==> config.mk <==
export PLATFORM = sky130hd
export DESIGN_NAME = strap_latch_ctrl
export DESIGN_NICKNAME = d
export VERILOG_FILES = /design/src/rtl/strap_pkg.sv /design/src/rtl/strap_sync.sv /design/src/rtl/strap_capture.sv /design/src/rtl/strap_enable_regs.sv /design/src/rtl/strap_latch_ctrl.sv
export SDC_FILE = /design/constraint.sdc
export NUM_CORES = 1
export LEC_CHECK = 0
export CORE_MARGIN = 2
export CORE_UTILIZATION = 40
export DETAILED_ROUTE_END_ITERATION = 12
export GPL_ROUTABILITY_DRIVEN = 1
export PLACE_DENSITY_LB_ADDON = 0.15
export SYNTH_ARGS = -nofsm -noshare
export SYNTH_HDL_FRONTEND = slang
export SYNTH_SLANG_ARGS = --single-unit
==> constraint.sdc <==
create_clock -name clk -period 1.2 [get_ports clk]
set_input_delay 0.12 -clock clk [delete_from_list [all_inputs] [get_ports clk]]
set_output_delay 0.12 -clock clk [all_outputs]
set_load 0.03 [all_outputs]
==> src/rtl/strap_pkg.sv <==
package strap_pkg;
    localparam int FS_W     = 5;
    localparam int FS_B_IDX = 1;

    typedef enum logic [1:0] {
        OM_DRIVE    = 2'd0,
        OM_TRISTATE = 2'd1,
        OM_REFDIV   = 2'd2
    } out_mode_e;

    typedef struct packed {
        logic            pg_n;
        logic            c_high;
        logic [FS_W-1:0] fs;
    } strap_in_t;

    localparam int STRAP_W = $bits(strap_in_t);
    localparam strap_in_t STRAP_IDLE = '{pg_n: 1'b1, c_high: 1'b0, fs: '0};

    function automatic out_mode_e pick_mode(input logic test, input logic b_lvl,
                                            input logic en);
        if (test)
            return b_lvl ? OM_REFDIV : OM_TRISTATE;
        return en ? OM_DRIVE : OM_TRISTATE;
    endfunction
endpackage

==> src/rtl/strap_sync.sv <==
module strap_sync #(
    parameter int           W       = 1,
    parameter logic [W-1:0] RST_VAL = '0
) (
    input  logic         clk,
    input  logic         rst,
    input  logic [W-1:0] d,
    output logic [W-1:0] q
);
    logic [W-1:0] stage1;

    always_ff @(posedge clk) begin
        if (rst) begin
            stage1 <= RST_VAL;
            q      <= RST_VAL;
        end else begin
            stage1 <= d;
            q      <= stage1;
        end
    end
endmodule

==> src/rtl/strap_capture.sv <==
module strap_capture
    import strap_pkg::*;
(
    input  logic            clk,
    input  logic            rst,
    input  strap_in_t       s,
    output logic [FS_W-1:0] code,
    output logic            locked,
    output logic            test_mode
);
    logic pg_prev;
    logic valid_lo;

    always_ff @(posedge clk) begin
        if (rst) pg_prev <= 1'b1;
        else     pg_prev <= s.pg_n;
    end

    assign valid_lo = !s.pg_n && !pg_prev;

    always_ff @(posedge clk) begin
        if (rst) begin
            code      <= '0;
            locked    <= 1'b0;
            test_mode <= 1'b0;
        end else if (!locked && valid_lo) begin
            code      <= s.fs;
            locked    <= 1'b1;
            test_mode <= s.c_high;
        end else if (test_mode) begin
            code      <= s.fs;
        end
    end
endmodule

==> src/rtl/strap_enable_regs.sv <==
module strap_enable_regs #(
    parameter int NUM_OUT = 6,
    parameter int AW      = 3
) (
    input  logic               clk,
    input  logic               rst,
    input  logic               wr_en,
    input  logic [AW-1:0]      wr_addr,
    input  logic               wr_data,
    input  logic [AW-1:0]      rd_addr,
    output logic               rd_data,
    output logic [NUM_OUT-1:0] en
);
    for (genvar i = 0; i < NUM_OUT; i++) begin : g_bit
        always_ff @(posedge clk) begin
            if (rst)
                en[i] <= 1'b1;
            else if (wr_en && wr_addr == AW'(i))
                en[i] <= wr_data;
        end
    end

    always_comb begin
        rd_data = 1'b0;
        for (int i = 0; i < NUM_OUT; i++)
            if (rd_addr == AW'(i)) rd_data = en[i];
    end
endmodule

==> src/rtl/strap_latch_ctrl.sv <==
module strap_latch_ctrl
    import strap_pkg::*;
#(
    parameter int NUM_OUT = 6,
    parameter int ADDR_W  = 3
) (
    input  logic                 clk,
    input  logic                 rst,
    input  logic                 pwrgd_n,
    input  logic [4:0]           fs_strap,
    input  logic                 c_high,
    input  logic                 wr_en,
    input  logic [ADDR_W-1:0]    wr_addr,
    input  logic                 wr_data,
    input  logic [ADDR_W-1:0]    rd_addr,
    output logic                 rd_data,
    output logic [4:0]           fs_code,
    output logic                 locked,
    output logic                 test_mode,
    output logic [2*NUM_OUT-1:0] out_mode
);
    localparam int MODE_W = $bits(out_mode_e);

    strap_in_t          raw_in;
    strap_in_t          sync_in;
    logic [NUM_OUT-1:0] en;

    assign raw_in = '{pg_n: pwrgd_n, c_high: c_high, fs: fs_strap};

    strap_sync #(.W(STRAP_W), .RST_VAL(STRAP_IDLE)) u_sync (
        .clk (clk),
        .rst (rst),
        .d   (raw_in),
        .q   (sync_in)
    );

    strap_capture u_cap (
        .clk       (clk),
        .rst       (rst),
        .s         (sync_in),
        .code      (fs_code),
        .locked    (locked),
        .test_mode (test_mode)
    );

    strap_enable_regs #(.NUM_OUT(NUM_OUT), .AW(ADDR_W)) u_en (
        .clk     (clk),
        .rst     (rst),
        .wr_en   (wr_en),
        .wr_addr (wr_addr),
        .wr_data (wr_data),
        .rd_addr (rd_addr),
        .rd_data (rd_data),
        .en      (en)
    );

    for (genvar i = 0; i < NUM_OUT; i++) begin : g_mode
        assign out_mode[MODE_W*i +: MODE_W] = pick_mode(test_mode, fs_code[FS_B_IDX], en[i]);
    end
endmodule

== Yosys cells after proc, flatten, opt, wreduce, memory -nomap -nowiden ==
Index checks and enable logic that the tools add are counted.
Storage, ports and cells
  register bits: 28
  latch bits: 0
  memory bits (writable): 0
  bits in read-only memories: 0
  input port bits: 17
  logic and storage cells: 59
  memories: 0
Operators by class
  add/subtract/negate cells: 0
  multipliers: 0
  div/mod/pow operators: 0
  order comparisons: 0
  equal/unequal tests: 10
  shift-type cells: 0
  mux-type cells: 23
  bitwise operators: 0
  reduce and logical (&&, ||, !) cells: 14
Operator list (count)
  $mux 2: 8
  $mux 1: 13
  $eq 3x2->1 const B: 4
  $eq 3x3->1 const B: 4
  $mux 5: 2
  $logic_and 1x1->1: 8
  $eq 3x1->1 const B: 2
  $logic_not 3->1: 2
  $logic_not 1->1: 3
  $reduce_bool 2->1: 1

== Logic depth before layout (Yosys ltp) ==
  depth in word-level cells: 7
  gate-level depth with buffers: 4
  gate-level depth less buffers: 3

== Cells and area by module ==
From an unflattened synthesis, not the netlist that was laid out.
Unflattened totals
  cells, all modules: 106
  area total of the unflattened synthesis: 1154.9 µm²
Modules (own cells, without submodules)
  strap_sync: times used 1, cells each 29, area an instance 382.9 µm²
  strap_capture: times used 1, cells each 32, area an instance 335.3 µm²
  strap_enable_regs: times used 1, cells each 32, area an instance 320.3 µm²
  strap_latch_ctrl: times used 1, cells each 13, area an instance 116.4 µm²

== Worst setup path after synthesis ==
Ideal clock, no wire load.
  path kind: reg-to-output
  start: register u_cap.test_mode
  end: output out_mode[0]
  arrival: 1584 ps
  data required time: 1080 ps
  setup slack: -504 ps
  stages on the path, launching flop included: 4
  path buffers: 1
  path through: dfxtp_1 -> and2_1 -> clkbuf_1 -> a21oi_1
On the way
  longest elaborated chain between the ends: 2
Ends and longest elaborated chain
  start, declared: line strap_capture.sv:9  | output logic test_mode
  start signal, assigned: line strap_capture.sv:29  | test_mode <= s.c_high;
  $mux 1: line strap_pkg.sv:22  | if (test)
  $mux 2: line strap_pkg.sv:24  | return en ? OM_DRIVE : OM_TRISTATE;
  end, declared: line strap_latch_ctrl.sv:20  | output logic [2*NUM_OUT-1:0] out_mode
Every way passes these cells.

== Final worst setup path ==
  start: register u_en.en[5]
  end: output rd_data
On the way
  longest elaborated chain between the ends: 1
Ends and longest elaborated chain
  start, declared: line strap_enable_regs.sv:12  | output logic [NUM_OUT-1:0] en
  start signal, assigned by index: line strap_enable_regs.sv:19  | en[i] <= wr_data;
  $mux 1: line strap_enable_regs.sv:26  | if (rd_addr == AW'(i)) rd_data = en[i];
  end, declared: line strap_latch_ctrl.sv:16  | output logic rd_data,
Every way passes these cells.

==> flow_summary.ini <==
[floorplan]
die_area_um2 = 3040
rows = 18
io_pins = 37
die_h_um = 55.1
start_util_pct = 42.2
die_w_um = 55.1
core_area_um2 = 2480

[routing]
routedWlPerCell_um = 11.0
drc = 0
ant_nets = 0
via_per_inst = 4.84
routed-via-count = 881
drtPass1Iterations = 4
drt_first_iter_violations = 10
finalWirelength_mm = 2.01

[sta]
worst_slew_pin_slew_ps = 431
final_hold_viol_count = 0
finalClockSkew_ps = 0.634
max_freq_mhz = 603
slew_headroom_pct = 70.9
tns_ps = -1220
period_share_pct = 138
fin_crit_ps = 1660
setup_viol = 13
worst_slack_ps = -459
maxSlewViolCount = 0
rsz0062_at_grt = yes

[place]
io_buffers = 36
gp_congestion = 0.733
hpwlAfterDp_mm = 1.51
placed_area_um2 = 1510
placedCellCount = 177

[synth]
yosysTopAreaCell = dfxtp_1
yosysSeqAreaShare_pct = 53.6
postSynthAreaPerCell_um2 = 9.87
syn-num-nets = 123
synth_area_um2 = 1050
synth_area_leaders = dfxtp_1 (54%), a21oi_1 (7.7%), nor2b_1 (7.2%)
ys_ff_latch = 28
yosysWarnings = 0
yosysTopAreaCellShare_pct = 53.6
synth_cell_types = 21
syn_inst = 106

[finish]
stdcell_count = 182
layout_commonest_cell = dfxtp_1
drive_gt1_share_pct = 39.5
layout.nets = 170
multi_input_area_um2 = 492
final_area_um2 = 1610
register_area_um2 = 568
fill_cells = 205
layout_common_cells = dfxtp_1 (24), clkdlybuf4s50_1 (15), buf_6 (15), buf_4 (14), nor2b_1 (12)
antenna_cells = 0
fin_util_pct = 65.2
syn2layout_area_growth_pct = 54.3

[critical_path]
worstPathCellList = mux4_2 > mux2_4 > buf_6
required_ps = 1080
start_kind = flop
slowest_stage = mux4_2
max_stage_delay_ps = 460
endpoint_kind = primary output
cp_data_arrival_time_ps = 1540
critical_path_class = reg -> out
cp_max_fo = 2

[clocking]
htree_levels = 1
cts.clk_slew.worst_paths_ps = 130
clock_sinks = 28
cts_buffers = 3
clockRootBuffer = clkbuf_4
clockBufferDepth = 2
cts_hold_buf = 0
cts_tree = yes
clk_latency_ps = 310

[pwr]
finalPower_mw = 1.57
pwr_density_cell_nw_per_um2 = 975
leakage_nw = 0.640
switching_power_mw = 0.324
power.internal_mw = 1.25
clockPowerShare_pct = 27.4
pwr-share-comb_pct = 11.4
max-vdd-ir-drop_mv = 0.753
switching_share_pct = 20.6
seqPwrFrac_pct = 61.3

[grt]
antenna_found_initial = 0
grt.overflow.total = 0
grt_pass1_vias = 760
grt_max_degree = 16
grt_use_total_pct = 14.8
grt_pass1_wl_mm = 3.19

[min_path]
holdCritPathClass = in -> reg

[run]
cap_violations = 0

[run_status]
violations = negative setup slack
outcome = finished with violations
registers in the layout (all words and copies together), names as in the netlist:
signal and cells:
u_en.en 6, u_cap.pg_prev 1, u_sync.q 7, u_cap.test_mode 1, u_cap.locked 1, u_sync.stage1 7, u_cap.code 5
worst max-delay path, delay by kind of cell (launching register included):
kind / cells / cell delay (ps)
buffers and inverters: 1 / 140
DFF: 1 / 340
muxes: 2 / 740
power by group through the flow:
stage | Combinational, mW | Clock, mW | Sequential, mW
2_1_floorplan | 0.0716 | 0 | 0.986
4_1_cts | 0.178 | 0.450 | 0.963
6_report | 0.179 | 0.431 | 0.964
3_3_place_gp | 0.171 | 0 | 0.985
3_5_place_dp | 0.175 | 0 | 0.985
5_1_grt | 0.192 | 0.486 | 0.967
final timing paths:
kind | startpoint | to | slack (ps) | depth (start not counted)
max | u_en.en[5] | rd_data | -460 | 3
min | fs_strap[0] | u_sync.stage1[0] | 340 | 2
max reg2reg | u_cap.test_mode | u_cap.code[0] | 110 | 3
min reg2reg | u_sync.stage1[6] | u_sync.q[6] | 420 | 1
routing by layer:
metal  GRT usage, %  routed length [um]  vias to the layer above
li1               -                   -                      457
met1           18.8                 895                      388
met2           24.4                 954                       32
met3           3.23                 135                        4
met4           6.10                  23                        0
met5              0                   0                        -
through the flow:
step           setup slack (ps)  hold slack, ps
6_report                   -459             337
5_1_grt                    -508             321
4_1_cts                    -479             323
3_5_place_dp               -940             393
3_3_place_gp               -918             393
2_1_floorplan             -36.6             224
cell families after synthesis:
family                 Yosys count  share of synthesized area, %
buffers and inverters           11                          6.10
AOI/OAI and AO/OA               21                          10.0
muxes                            5                          6.10
DFF                             28                          53.6
and+or+nand+nor                 41                          24.2
repair_timing:
item                                    4_1_cts  5_1_grt
resized for setup                            34       17
pin swaps                                     2        1
endpoints found under the setup margin       19       25
setup buffers                                 1        0
cloned                                        1        0
cells in the mapped netlist:
cell	number
or3b_2	1
dfxtp_1	28
nor3_1	7
nand3b_1	4
clkinv_1	1
and4b_1	2
nor2_1	7
nor2b_1	12
buf_2	3
or2_2	3
o21ai_0	5
nor4bb_1	2
clkbuf_1	2
mux2i_1	3
nand2_1	1
buf_4	5
mux2_2	1
a21oi_1	16
nor4b_1	1
and2_1	1
mux4_2	1
layout make-up:
class                   count  share of cell area, %
flip-flops and latches     28                   35.2
clock buffers               4                   2.25
repair buffers             51                   29.1
inverters                   1                  0.698
multi-input cells          68                   30.5
well taps                  30                   2.33
Power figures use the tool's default switching activity.
